## src/rtl/smb_pkg.sv

```systemverilog
package smb_pkg;

  // Which byte of a transaction is being received or sent.
  typedef enum logic [2:0] {
    ST_IDLE  = 3'd0,
    ST_ADDR  = 3'd1,
    ST_CMD   = 3'd2,
    ST_WDATA = 3'd3,
    ST_RDATA = 3'd4
  } smb_state_e;

endpackage

```

## src/rtl/smb_line_sync.sv

```systemverilog
module smb_line_sync #(
  parameter int unsigned LINES  = 2,
  parameter int unsigned STAGES = 2
) (
  input  logic             clk,
  input  logic             rst_n,
  input  logic [LINES-1:0] din,
  output logic [LINES-1:0] dout,
  output logic [LINES-1:0] dprev
);

  // One extra flop per line keeps the previous synchronised value for edge detection.
  for (genvar g = 0; g < LINES; g++) begin : g_line
    logic [STAGES:0] chain;

    always_ff @(posedge clk or negedge rst_n) begin
      if (!rst_n) chain <= '1;
      else        chain <= {chain[STAGES-1:0], din[g]};
    end

    assign dout[g]  = chain[STAGES-1];
    assign dprev[g] = chain[STAGES];
  end

endmodule

```

## src/rtl/smb_bus_events.sv

```systemverilog
module smb_bus_events (
  input  logic scl_s,
  input  logic scl_q,
  input  logic sda_s,
  input  logic sda_q,
  output logic scl_rise,
  output logic scl_fall,
  output logic start_evt,
  output logic stop_evt
);

  assign scl_rise  =  scl_s & ~scl_q;
  assign scl_fall  = ~scl_s &  scl_q;
  // Data moving while the clock stays high marks a bus condition.
  assign start_evt =  scl_s & scl_q &  sda_q & ~sda_s;
  assign stop_evt  =  scl_s & scl_q & ~sda_q &  sda_s;

endmodule

```

## src/rtl/smb_proto_fsm.sv

```systemverilog
module smb_proto_fsm
  import smb_pkg::*;
#(
  parameter int unsigned DATA_W = 8,
  parameter int unsigned ADDR_W = 7,
  parameter int unsigned REG_AW = 4
) (
  input  logic              clk,
  input  logic              rst_n,
  input  logic              scl_s,
  input  logic              sda_s,
  input  logic              scl_rise,
  input  logic              scl_fall,
  input  logic              start_evt,
  input  logic              stop_evt,
  input  logic [ADDR_W-1:0] own_addr,
  input  logic [DATA_W-1:0] reg_rdata,
  output logic [REG_AW-1:0] reg_addr,
  output logic              reg_wr,
  output logic [DATA_W-1:0] reg_wdata,
  output logic              sda_out
);

  localparam int unsigned CW = $clog2(DATA_W + 2);
  localparam logic [CW-1:0] ACK_SLOT = CW'(DATA_W);      // all data bits taken in
  localparam logic [CW-1:0] ACK_END  = CW'(DATA_W + 1);  // acknowledge clock seen high

  function automatic logic addr_hit(input logic [DATA_W-1:0] rx,
                                    input logic [ADDR_W-1:0] own);
    return rx[DATA_W-1 -: ADDR_W] == own;
  endfunction

  function automatic logic [REG_AW-1:0] reg_index(input logic [DATA_W-1:0] cmd);
    return cmd[REG_AW-1:0];
  endfunction

  // Bit that goes on the line after idx bits of the byte have been clocked out.
  function automatic logic read_bit(input logic [DATA_W-1:0] b, input logic [CW-1:0] idx);
    logic [DATA_W-1:0] sh;
    sh = b << idx;
    return sh[DATA_W-1];
  endfunction

  smb_state_e        st;
  logic [CW-1:0]     bit_cnt;
  logic [DATA_W-1:0] shreg;
  logic [DATA_W-1:0] rbyte;
  logic              rw_q;
  logic              wr_done;
  logic              drive_low;
  logic [REG_AW-1:0] reg_addr_q;
  logic              reg_wr_q;
  logic [DATA_W-1:0] wdata_q;

  // Named events for the assertions.
  logic byte_done;
  logic ack_over;
  assign byte_done = scl_fall && (bit_cnt == ACK_SLOT) && (st != ST_IDLE);
  assign ack_over  = scl_fall && (bit_cnt == ACK_END)  && (st != ST_IDLE);

  always_ff @(posedge clk or negedge rst_n) begin
    if (!rst_n) begin
      st         <= ST_IDLE;
      bit_cnt    <= '0;
      shreg      <= '0;
      rbyte      <= '0;
      rw_q       <= 1'b0;
      wr_done    <= 1'b0;
      drive_low  <= 1'b0;
      reg_addr_q <= '0;
      reg_wr_q   <= 1'b0;
      wdata_q    <= '0;
    end else begin
      reg_wr_q <= 1'b0;
      if (start_evt) begin
        st        <= ST_ADDR;
        bit_cnt   <= '0;
        drive_low <= 1'b0;
      end else if (stop_evt) begin
        st        <= ST_IDLE;
        bit_cnt   <= '0;
        drive_low <= 1'b0;
      end else if (st != ST_IDLE) begin
        if (scl_rise) begin
          if (bit_cnt < ACK_SLOT) begin
            shreg   <= {shreg[DATA_W-2:0], sda_s};
            bit_cnt <= bit_cnt + 1'b1;
          end else if (bit_cnt == ACK_SLOT) begin
            bit_cnt <= ACK_END;
            // A high level in the read acknowledge is the master's NACK.
            if (st == ST_RDATA && sda_s) st <= ST_IDLE;
          end
        end else if (byte_done) begin
          unique case (st)
            ST_ADDR: begin
              if (addr_hit(shreg, own_addr)) begin
                drive_low <= 1'b1;
                rw_q      <= shreg[0];
              end else begin
                st        <= ST_IDLE;
                drive_low <= 1'b0;
              end
            end
            ST_CMD: begin
              drive_low  <= 1'b1;
              reg_addr_q <= reg_index(shreg);
            end
            ST_WDATA: begin
              drive_low <= 1'b1;
              if (!wr_done) begin
                reg_wr_q <= 1'b1;
                wdata_q  <= shreg;
                wr_done  <= 1'b1;
              end
            end
            default: drive_low <= 1'b0;
          endcase
        end else if (ack_over) begin
          bit_cnt <= '0;
          unique case (st)
            ST_ADDR: begin
              if (rw_q) begin
                st        <= ST_RDATA;
                rbyte     <= reg_rdata;
                drive_low <= ~reg_rdata[DATA_W-1];
              end else begin
                st        <= ST_CMD;
                drive_low <= 1'b0;
              end
            end
            ST_CMD: begin
              st        <= ST_WDATA;
              wr_done   <= 1'b0;
              drive_low <= 1'b0;
            end
            ST_RDATA: drive_low <= ~rbyte[DATA_W-1];  // master acked: same byte again
            default:  drive_low <= 1'b0;
          endcase
        end else if (scl_fall && st == ST_RDATA) begin
          drive_low <= ~read_bit(rbyte, bit_cnt);
        end
      end
    end
  end

  assign sda_out   = ~drive_low;
  assign reg_addr  = reg_addr_q;
  assign reg_wr    = reg_wr_q;
  assign reg_wdata = wdata_q;

  // the output line moves only while the clock is low (or on a bus condition).
  a_r8_out_moves_scl_low: assert property (@(posedge clk) disable iff (!rst_n)
    !$stable(sda_out) |-> $past(!scl_s || start_evt || stop_evt));

  // while idle the line is released.
  a_r2_idle_released: assert property (@(posedge clk) disable iff (!rst_n)
    (st == ST_IDLE) |-> sda_out);

  // the strobe lasts one cycle and comes with the acknowledge.
  a_r4_strobe_single: assert property (@(posedge clk) disable iff (!rst_n)
    reg_wr |=> !reg_wr);
  a_r4_strobe_with_ack: assert property (@(posedge clk) disable iff (!rst_n)
    reg_wr |-> !sda_out);

  // the register index is taken only in the command acknowledge.
  a_r3_index_at_ack: assert property (@(posedge clk) disable iff (!rst_n)
    !$stable(reg_addr) |-> !sda_out);

  // a START always restarts address reception.
  a_r9_start_restarts: assert property (@(posedge clk) disable iff (!rst_n)
    start_evt |=> (st == ST_ADDR && bit_cnt == '0));

endmodule

```

## src/rtl/smb_reg_slave.sv

```systemverilog
module smb_reg_slave #(
  parameter int unsigned PREFIX_W    = 3,
  parameter logic [PREFIX_W-1:0] PREFIX = 3'b001,
  parameter int unsigned STRAP_W     = 4,
  parameter int unsigned REG_AW      = 4,
  parameter int unsigned DATA_W      = 8,
  parameter int unsigned SYNC_STAGES = 2
) (
  input  logic               clk,
  input  logic               rst_n,
  input  logic               scl_in,
  input  logic               sda_in,
  input  logic [STRAP_W-1:0] strap,
  output logic               sda_out,
  output logic [REG_AW-1:0]  reg_addr,
  output logic               reg_wr,
  output logic [DATA_W-1:0]  reg_wdata,
  input  logic [DATA_W-1:0]  reg_rdata
);

  localparam int unsigned ADDR_W = PREFIX_W + STRAP_W;

  logic [1:0] line_s, line_q;
  logic scl_rise, scl_fall, start_evt, stop_evt;
  logic [ADDR_W-1:0] own_addr;

  assign own_addr = {PREFIX, strap};

  smb_line_sync #(.LINES(2), .STAGES(SYNC_STAGES)) u_sync (
    .clk   (clk),
    .rst_n (rst_n),
    .din   ({scl_in, sda_in}),
    .dout  (line_s),
    .dprev (line_q)
  );

  smb_bus_events u_events (
    .scl_s     (line_s[1]),
    .scl_q     (line_q[1]),
    .sda_s     (line_s[0]),
    .sda_q     (line_q[0]),
    .scl_rise  (scl_rise),
    .scl_fall  (scl_fall),
    .start_evt (start_evt),
    .stop_evt  (stop_evt)
  );

  smb_proto_fsm #(.DATA_W(DATA_W), .ADDR_W(ADDR_W), .REG_AW(REG_AW)) u_fsm (
    .clk       (clk),
    .rst_n     (rst_n),
    .scl_s     (line_s[1]),
    .sda_s     (line_s[0]),
    .scl_rise  (scl_rise),
    .scl_fall  (scl_fall),
    .start_evt (start_evt),
    .stop_evt  (stop_evt),
    .own_addr  (own_addr),
    .reg_rdata (reg_rdata),
    .reg_addr  (reg_addr),
    .reg_wr    (reg_wr),
    .reg_wdata (reg_wdata),
    .sda_out   (sda_out)
  );

endmodule

```

## config.mk

```make
export PLATFORM = sky130hd
export DESIGN_NAME = smb_reg_slave
export DESIGN_NICKNAME = d
export VERILOG_FILES = /design/src/rtl/smb_pkg.sv /design/src/rtl/smb_line_sync.sv /design/src/rtl/smb_bus_events.sv /design/src/rtl/smb_proto_fsm.sv /design/src/rtl/smb_reg_slave.sv
export SDC_FILE = /design/constraint.sdc
export NUM_CORES = 1
export LEC_CHECK = 0
export ABC_AREA = 1
export BUFFER_PORTS_ARGS = -buffer_cell sky130_fd_sc_hd__buf_2
export CAP_MARGIN = 20
export CORE_MARGIN = 2
export CORE_UTILIZATION = 51
export DETAILED_ROUTE_END_ITERATION = 6
export PLACE_DENSITY = 0.73
export SETUP_SLACK_MARGIN = 0.15
export SLEW_MARGIN = 10
export SYNTH_ARGS = -nofsm -noshare
export SYNTH_HDL_FRONTEND = slang
export SYNTH_SLANG_ARGS = --single-unit
```

## constraint.sdc

```tcl
create_clock -name clk -period 1.87 [get_ports clk]
set_clock_uncertainty 0.2 [all_clocks]
set_input_delay 0.374 -clock clk [delete_from_list [all_inputs] [get_ports clk]]
set_output_delay 0.374 -clock clk [all_outputs]
set_load 0.01 [all_outputs]
```

==> run metrics, run 1 <==
hold path start=reg_rdata[1]; Synth warnings=0; leakage power figure=between 0.001 and 0.0015 µW; core region area=approximately 4300 µm²; # clock sinks=45; WL final=between 5000 and 6000 µm; data required time at the worst endpoint=approximately 1900 ps; Synth Register Bits=45; total of fill cells in the finished design=approximately 320; violated checks=negative setup slack; Min-Delay Path Depth=2; most instantiated library cell after synthesis=nand2_1; slack of the worst reg-to-reg path=-30 ps; first-pass GRT wire length=about 8600 µm; worst-case headroom to the max-slew limit=about four fifths; RSZ-0062 raised after global routing=yes; sum of met2 wire segment lengths after detailed routing=between 2000 and 3000 µm; CTS clock-pin slew for the worst setup and hold paths=approximately 80 ps; count of endpoints failing setup in the final report=6; multi-input combinational cell area=~1200 µm²; routed via count=slightly above 2000; Final Max Slew Viols=0; n_diodes=0; Setup crit end kind=flip-flop; 1st-iter DRT viols=approximately 120; cells on worst reg2reg path=11; IO Port Bufs=29; end of the worst register-to-register path=u_fsm.bit_cnt[1]; number of flops mapped to enable cells by yosys=0; fraction of final layout cells with drive strength greater than 1=42.9%; Placement Rows=24; number of primary I/O pins=30; synthesized area per cell=between 8 and 9 µm²; clock latency on the worst-skew pair=approximately 300 ps; startpoint of the worst setup timing path=u_fsm.bit_cnt[1]; storage element area=around 1100 µm²; Highest Clock Rate=between 0.5 and 0.6 GHz; cell area after synthesis=roughly 2300 µm²; reg2reg start=u_fsm.bit_cnt[1]; cell accounting for the most synthesized area=dfrtp_1; Place WS=11.2 ps; type of the worst min-delay path=in2reg; CTS tree=built; sequential-to-total area share from yosys stat=about 50%; Root Buffer Master=clkbuf_8; DRC violations left=0; wire length on met1=approximately 2300 µm; final net count=between 300 and 400; routed vias/inst=about 5.3; worst hold margin=~100 ps; power density over the cells=924 nW/µm²; class of the most critical setup path=reg2reg; length of routed met3 wiring=about 270 µm; end of the worst hold path=u_fsm.rbyte[1]; Top Layer Used=met4; Critical Path Start Type=flip-flop; Cell variety after synth=30; Setup WS post-layout=-31.3 ps; cell types with the largest area share after synthesis=dfrtp_1, nand2_1, dfstp_2; Die Y-Extent=about 71 µm; post-synth net total=between 200 and 300; ANT nets after route=0; iteration count of the initial detailed-routing pass=4; hold violation count in the final report=0; die outline width=70.9 µm; via count of the first global-routing pass=roughly 1900; transition time at the pin with the least slew margin=around 280 ps; detailed-route wire length per cell=14.6 µm; Worst EP arrival=1900 ps; largest net degree at the start of global routing=46; number of buffers created by CTS=5; clock buffer depth=2; worst-path fanout max=8; min Tclk post-route=1900 ps; run status=finished, violations left; gpl congestion=around 0.84; P&R area growth vs syn=32.7%; cell count after synthesis=about 260; # H-tree levels=2; area share of the largest cell type after synthesis=between 40% and 50%; initial antenna violation count=0; top cell types by occurrence after synthesis=nand2_1, dfrtp_1, inv_1, o21ai_0, nor2_1; global route overflow=0; predominant post-synthesis flop cell=dfrtp_1; starting utilization of the core area=around 53%; worst vdd rail ir drop=~0.53 mV; share of flip-flops with an asynchronous set or reset=100%; post-route core utilization=between 70% and 80%; fin crit share=102%; dpl hpwl=~3400 µm; sum of internal, switching and leakage power=between 2000 and 3000 µW; max-cap check violation count=0; GRT Resource Usage Total=between 20% and 30%; Die Outline Area=about 5000 µm²
[cells by family (layout without fill, tap and decap cells)]
family | count (synthesis) | count (layout) | share of synthesized area [%]
mux | 7 | 7 | 4.60
fa+ha+maj | 3 | 3 | 1.64
flops | 45 | 45 | 49.6
simple gates | 127 | 129 | 26.8
xor+xnor | 1 | 1 | 0.383
buf+inv | 36 | 102 | 6.68
compound gates | 39 | 39 | 10.3
[stage by stage]
stage | instance area [µm²] | setup TNS (ps) | instances
after floorplan | 2300 | 0 | 258
after global placement | 2590 | 0 | 348
after detailed placement | 2590 | 0 | 348
after CTS | 2820 | 0 | 365
after global routing | 3030 | -1550 | 378
final | 3030 | -82.7 | 378
[area by class of cell]
type / instances / share of cell area [%]
multi-input cells: 179 / 39.2
clock buffers: 7 / 2.52
clock inverters: 1 / 0.248
repair buffers: 60 / 13.6
well taps: 52 / 2.15
repair inverters: 1 / 0.206
flip-flops and latches: 45 / 37.5
inverters: 33 / 4.58
[state kept, by name, indices dropped and copies added, names as in the netlist]
signal	flops
u_fsm.rbyte	8
u_fsm.reg_wdata	8
u_fsm.shreg	8
u_sync.g_line.chain	6
u_fsm.bit_cnt	4
u_fsm.reg_addr	4
u_fsm.st	3
u_fsm.drive_low	1
u_fsm.reg_wr	1
u_fsm.rw_q	1
u_fsm.wr_done	1
[per-layer routing]
metal | up-vias | track usage (%)
met5 | - | 0
met4 | 0 | 9.22
met3 | 15 | 5.13
met2 | 67 | 36.7
met1 | 963 | 26.7
li1 | 967 | -
[critical path, cell delays in order (launching register included)]
cell	delay, ps
dfrtp_1	400
inv_2	120
buf_6	110
ha_4	130
nand3_4	100
nor2_4	100
nand2_2	90
nand2_1	90
nand2_2	60
nor2_4	160
nand3_1	110
o21ai_0	130
[report_power, final]
group | internal (µW) | switching (µW) | total (µW)
combinational | 407 | 561 | 968
sequential | 1110 | 123 | 1240
clock | 265 | 332 | 597
total | 1780 | 1020 | 2800
[timing repair]
item / 4_1_cts / 5_1_grt
setup buffers: 4 / 12
endpoints found under the hold margin: 41 / 0
pin swaps: 10 / 22
endpoints found under the setup margin: 36 / 38
cloned: 2 / 1
gates resized for setup: 22 / 37
hold buffers: 3 / 0
[worst max-delay path by stage]
stage	end	slack (ps)	depth (start not counted)
2_1_floorplan	u_fsm.rbyte[0]	60	8
3_3_place_gp	u_fsm.reg_wdata[1]	50	9
3_5_place_dp	u_fsm.reg_wdata[2]	10	9
4_1_cts	u_fsm.reg_wdata[2]	80	9
5_1_grt	u_fsm.bit_cnt[1]	-130	11
6_report	u_fsm.bit_cnt[1]	-30	11
[placed cells by master, fill, tap and decap left out, types with 6 or more instances in the layout]
master,n
nand3_1,13
buf_4,23
nor2_4,8
nor2_1,16
inv_1,24
o21ai_1,7
inv_2,6
buf_2,29
o21ai_2,8
nand2_1,51
dfstp_2,6
mux2_4,7
o21ai_0,18
nand2_2,12
dfrtp_1,37
nand2_4,9
Note: power is estimated with default switching activity, not from simulation.
==> run 2: changes to the inputs <==
--- a/config.mk
+++ b/config.mk
@@ -9,9 +9,9 @@
 export BUFFER_PORTS_ARGS = -buffer_cell sky130_fd_sc_hd__buf_2
 export CAP_MARGIN = 20
 export CORE_MARGIN = 2
-export CORE_UTILIZATION = 51
+export CORE_UTILIZATION = 48
 export DETAILED_ROUTE_END_ITERATION = 6
-export PLACE_DENSITY = 0.73
+export PLACE_DENSITY = 0.69
 export SETUP_SLACK_MARGIN = 0.15
 export SLEW_MARGIN = 10
 export SYNTH_ARGS = -nofsm -noshare
==> constraint.sdc (replaced) <==
create_clock -name clk -period 1.87 [get_ports clk]
set_clock_uncertainty 0.2 [all_clocks]
set_input_delay 0.374 -clock clk [delete_from_list [all_inputs] [get_ports clk]]
set_output_delay 0.374 -clock clk [all_outputs]
set_load 0.005 [all_outputs]
==> run metrics, run 2 (synthesis results as in run 1) <==
total of fill cells in the finished design=360 (+11%); # H-tree levels=2 (unchanged); GRT Resource Usage Total=20.0% (-1.7 points); number of buffers created by CTS=5 (unchanged); Final Max Slew Viols=0 (unchanged); detailed-route wire length per cell=13.9 µm (-5.1%); violated checks=negative setup slack; Layout Cell Area excl Fill=3080 µm² (+1.5%); final net count=349 (+1.5%); routed via count=1978 (-1.7%); timing endpoint of the critical path=u_fsm.bit_cnt[0]; Critical Path Start Type=flip-flop; WL final=5340 µm (-3.3%); RSZ-0062 raised after global routing=yes; worst-path fanout max=8 (unchanged); first-pass GRT wire length=8120 µm (-5.1%); die outline width=73.0 µm (+2.9%); n_diodes=0 (unchanged); Setup WS post-layout=-41.9 ps (-10.7 ps); initial antenna violation count=0 (unchanged); hold violation count in the final report=0 (unchanged); Worst EP arrival=1910 ps (about the same); count of endpoints failing setup in the final report=7 (+1); cell area reported after detailed placement=2610 µm² (+0.97%); Placement Rows=25 (+4.2%); starting utilization of the core area=49.0% (-3.8 points); 1st-iter DRT viols=118 (+1.7%); Highest Clock Rate=0.523 GHz (-0.56%); highest-count cells in the layout ignoring fill and taps=nand2_1, dfrtp_1, buf_2, buf_4, inv_1; number of primary I/O pins=30 (unchanged); worst-case headroom to the max-slew limit=80.3% (-1.0 points); class of the most critical setup path=reg2reg; data required time at the worst endpoint=1860 ps (about the same); IO Port Bufs=29 (unchanged); run status=finished, violations left; power dissipated by switching net loads=1000 µW (-1.3%); routed vias/inst=5.14 (-3.5%); type of the worst min-delay path=in2reg; iteration count of the initial detailed-routing pass=4 (unchanged); fraction of final layout cells with drive strength greater than 1=41.7% (-1.3 points); reg2reg start=u_sync.g_line[1].chain[1]; startpoint of the worst setup timing path=u_sync.g_line[1].chain[1]; global route overflow=0 (unchanged); end of the worst register-to-register path=u_fsm.bit_cnt[0]; Min-Delay Path Depth=2 (unchanged); multi-input combinational cell area=1180 µm² (-0.32%); clock latency on the worst-skew pair=300 ps (about the same); Root Buffer Master=clkbuf_8; switching power as a share of total power=36.2% (-0.11 points); sum of internal, switching and leakage power=2770 µW (-1.0%); part of the power in the clock network=21.6% (+0.3 points); Die Y-Extent=73.0 µm (+2.9%); CTS tree=built; min Tclk post-route=1910 ps (+10.7 ps); P&R area growth vs syn=34.7%; Setup crit end kind=flip-flop; via count of the first global-routing pass=1760 (-8.2%); DRC violations left=0 (unchanged); # clock sinks=45 (unchanged); leakage power figure=0.00151 µW (+2.3%); dpl hpwl=3420 µm (+0.28%); worst vdd rail ir drop=0.517 mV (-2.2%); power density over the cells=900 nW/µm² (-2.5%); CTS clock-pin slew for the worst setup and hold paths=90 ps (about the same); fin crit share=102% (+0.57 points); ANT nets after route=0 (unchanged); cells on worst reg2reg path=9 (-2); gpl congestion=0.897 (+6.5%); transition time at the pin with the least slew margin=296 ps (+15.5 ps); max-cap check violation count=0 (unchanged); clock buffer depth=2 (unchanged); storage element area=1130 µm² (-0.11%); largest net degree at the start of global routing=21 (-54%); slack of the worst reg-to-reg path=-40 ps (about the same); Die Outline Area=5330 µm² (+5.9%); Sequential Power Share=44.5% (+0.4 points); Cell Int Power=1770 µW (-0.87%); combinational fraction of design power=33.9% (-0.7 points); leading cell type in the layout, fill and taps excluded=nand2_1; core region area=4660 µm² (+7.8%)
run 2: critical path: stages, from the launching register on:
cell and delay (ps):
dfstp_2 560, inv_1 100, nand2_4 110, nor2_4 50, nand2_4 120, buf_4 150
nand2_1 80, nor2_4 220, nand2_1 80, o21a_1 110
run 2: metal layers:
layer / vias to the layer above / global-route usage, % / share of wire (%)
met5: - / 0 / 0
met4: 0 / 7.61 / 2.0
met2: 62 / 32.8 / 50
met1: 932 / 25.7 / 44
met3: 12 / 4.42 / 4.2
li1: 972 / - / -
run 2: power groups by stage:
stage,clock network [µW],registers [µW],logic [µW]
2_1_floorplan,0,1240,510
3_3_place_gp,0,1240,775
3_5_place_dp,0,1240,785
4_1_cts,608,1230,858
5_1_grt,644,1250,1050
6_report,599,1230,939
run 2: worst min path at each step:
stage                 start          endpoint  slack, ps
6_report       reg_rdata[0]    u_fsm.rbyte[0]        100
5_1_grt        reg_rdata[0]    u_fsm.rbyte[0]         90
4_1_cts        reg_rdata[5]    u_fsm.rbyte[5]        100
3_5_place_dp          rst_n    u_fsm.rbyte[5]         30
3_3_place_gp          rst_n    u_fsm.rbyte[5]         30
2_1_floorplan         rst_n  u_fsm.bit_cnt[0]       -120
run 2: what timing repair did:
action                                  in CTS  in global routing
endpoints found under the setup margin      33                 37
hold endpoints to repair                    41                  0
pin swaps                                    5                 14
cloned                                       1                  1
setup buffers                                7                 12
resized for setup                           10                 43
hold buffers                                 3                  0
run 2: through the flow:
step                      setup slack, ps  utilization, %  setup TNS [ps]  hold slack [ps]  std cells
after floorplan                      59.3               -               0             -122        258
after global placement               38.6            56.0               0             32.4        353
after detailed placement            -7.40            56.0           -16.9             31.1        353
after CTS                            56.9            60.8               0             96.3        372
after global routing                 -119            66.0           -1720             89.5        385
final                               -41.9            66.0           -86.5             98.3        385
run 2: cell type report:
| class | instances | share of cell area [%] |
|---|---|---|
| Inverter | 33 | 4.35 |
| Clock buffer | 7 | 2.48 |
| Tap cell | 54 | 2.20 |
| Multi-Input combinational cell | 178 | 38.5 |
| Sequential cell | 45 | 36.9 |
| Clock inverter | 1 | 0.244 |
| Timing Repair inverter | 1 | 0.203 |
| Timing Repair Buffer | 66 | 15.2 |
==> run 3: changes to the inputs <==
--- a/config.mk
+++ b/config.mk
@@ -11,7 +11,7 @@
 export CORE_MARGIN = 2
 export CORE_UTILIZATION = 48
 export DETAILED_ROUTE_END_ITERATION = 6
-export PLACE_DENSITY = 0.69
+export PLACE_DENSITY = 0.66
 export SETUP_SLACK_MARGIN = 0.15
 export SLEW_MARGIN = 10
 export SYNTH_ARGS = -nofsm -noshare
==> constraint.sdc (replaced) <==
create_clock -name clk -period 2.4 [get_ports clk]
set_clock_uncertainty 0.2 [all_clocks]
set_input_delay 0.48 -clock clk [delete_from_list [all_inputs] [get_ports clk]]
set_output_delay 0.48 -clock clk [all_outputs]
set_load 0.005 [all_outputs]
==> run metrics, run 3 (synthesis results as in run 1) <==
leading cell type in the layout, fill and taps excluded=nand2_1; worst hold margin=53.8 ps (-44.5 ps); CTS tree=built; final net count=311 (-11%); hold violation count in the final report=0 (unchanged); global route overflow=0 (unchanged); total of fill cells in the finished design=455 (+26%); count of endpoints failing setup in the final report=0 (-7); Post-CTS Setup Bufs=0 (-7); total negative slack for setup checks=0 ps (+86.5 ps); fin crit share=86.3% (-16 points); worst-case headroom to the max-slew limit=63.2% (-17 points); largest net degree at the start of global routing=46 (+120%); first-pass GRT wire length=7420 µm (-8.7%); number of placed instances, taps included=339 (-4.0%); run status=complete, no violations; number of buffers created by CTS=5 (unchanged); initial antenna violation count=0 (unchanged); gpl congestion=0.846 (-5.6%); fraction of final layout cells with drive strength greater than 1=27.3% (-14 points); ANT nets after route=0 (unchanged); via count of the first global-routing pass=1608 (-8.6%); highest-count cells in the layout ignoring fill and taps=nand2_1, dfrtp_1, inv_1, buf_2, o21ai_0; transition time at the pin with the least slew margin=551 ps (+256 ps); 1st-iter DRT viols=61 (-48%); dpl hpwl=3190 µm (-6.5%); power density over the cells=751 nW/µm² (-17%); # H-tree levels=2 (unchanged); iteration count of the initial detailed-routing pass=4 (unchanged); Layout Cell Area excl Fill=2560 µm² (-17%); # clock sinks=45 (unchanged); P&R area growth vs syn=12.2%; Critical Path Start Type=flip-flop; routed vias/inst=4.99 (-3.0%); core region area=4660 µm² (unchanged); WL final=4280 µm (-20%); leakage power figure=0.00127 µW (-16%); min Tclk post-route=2070 ps (+160 ps); clock latency on the worst-skew pair=290 ps (about the same); starting utilization of the core area=49.0% (unchanged); slack of the worst reg-to-reg path=330 ps (+370 ps); n_diodes=0 (unchanged); Root Buffer Master=clkbuf_8; clock buffer depth=2 (unchanged); RSZ-0062 raised after global routing=no; die outline width=73.0 µm (unchanged); data required time at the worst endpoint=2380 ps (+520 ps); worst-path fanout max=16 (+8); detailed-route wire length per cell=12.3 µm (-11%); class of the most critical setup path=reg2reg; reg2reg start=u_fsm.bit_cnt[0]; end of the worst register-to-register path=u_fsm.reg_wdata[2]; cells on worst reg2reg path=9 (unchanged); IO Port Bufs=29 (unchanged); Highest Clock Rate=0.483 GHz (-7.7%); CTS clock-pin slew for the worst setup and hold paths=80 ps (about the same); worst vdd rail ir drop=0.443 mV (-14%); GRT Resource Usage Total=18.1% (-1.8 points); Final Max Slew Viols=0 (unchanged); Die Y-Extent=73.0 µm (unchanged); Setup crit end kind=flip-flop; type of the worst min-delay path=in2async; max-cap check violation count=0 (unchanged); number of primary I/O pins=30 (unchanged); Die Outline Area=5330 µm² (unchanged); routed via count=1730 (-13%); Placement Rows=25 (unchanged); cell area reported after detailed placement=2480 µm² (-5.1%); DRC violations left=0 (unchanged); Worst EP arrival=2050 ps (+140 ps); non-filler instance count after layout=347 (-9.9%)
## run 3: changes by cell type in the layout (fill, tap and decap cells not counted), sizes merged
cell,delta
dlygate4sd3,-3
nand3,-1
buf,-33
inv,-1
## run 3: worst max-delay path by stage
stage                          to              from  slack [ps]  cells after the start
2_1_floorplan      u_fsm.rbyte[0]  u_fsm.bit_cnt[0]         510                      8
3_3_place_gp   u_fsm.reg_wdata[4]  u_fsm.bit_cnt[0]         340                      9
3_5_place_dp   u_fsm.reg_wdata[2]  u_fsm.bit_cnt[0]         300                      9
4_1_cts        u_fsm.reg_wdata[2]  u_fsm.bit_cnt[0]         280                      9
5_1_grt        u_fsm.reg_wdata[0]  u_fsm.bit_cnt[0]         150                      9
6_report       u_fsm.reg_wdata[2]  u_fsm.bit_cnt[0]         330                      9
## run 3: cell type report
cell class | count | area (µm²) | share of cell area (%)
inverter | 33 | 125 | 4.88
sequential | 45 | 1130 | 44.3
tap | 54 | 67.6 | 2.64
timing repair buffer | 30 | 153 | 5.96
multi-input combinational | 177 | 998 | 39.0
clock buffer | 7 | 76.3 | 2.98
clock inverter | 1 | 7.51 | 0.293
## run 3: repair_timing
| item | in CTS | in global routing |
|---|---|---|
| endpoints found under the setup margin | 0 | 9 |
| hold buffers | 0 | 0 |
| gates resized for setup | 0 | 1 |
## run 3: power breakdown
group | switching (µW) | internal, µW
clock network | 256 | 206
registers | 104 | 867
logic | 312 | 180
total | 672 | 1250
## run 3: per-stage QoR
step | utilization (%) | setup WS [ps] | power, µW
global placement | 53.2 | 344 | 1470
floorplan | - | 505 | 1340
global route | 55.0 | 147 | 2070
CTS | 55.0 | 284 | 1950
finish | 55.0 | 328 | 1920
detailed placement | 53.2 | 295 | 1480
## run 3: critical path, stage by stage (launching register included)
cell and delay (ps):
dfrtp_2 470, inv_1 160, ha_1 180, nand3_2 100, nor2_2 110, nand2_2 170
nor3_2 210, inv_2 190, nand2_1 110, o21ai_2 60
## run 3: routing by layer
layer / GRT usage [%] / wire [µm] / up-vias
li1: - / - / 892
met1: 24.1 / 2080 / 797
met2: 28.9 / 1990 / 36
met3: 4.28 / 147 / 5
met4: 6.58 / 65 / 0
met5: 0 / 0 / -
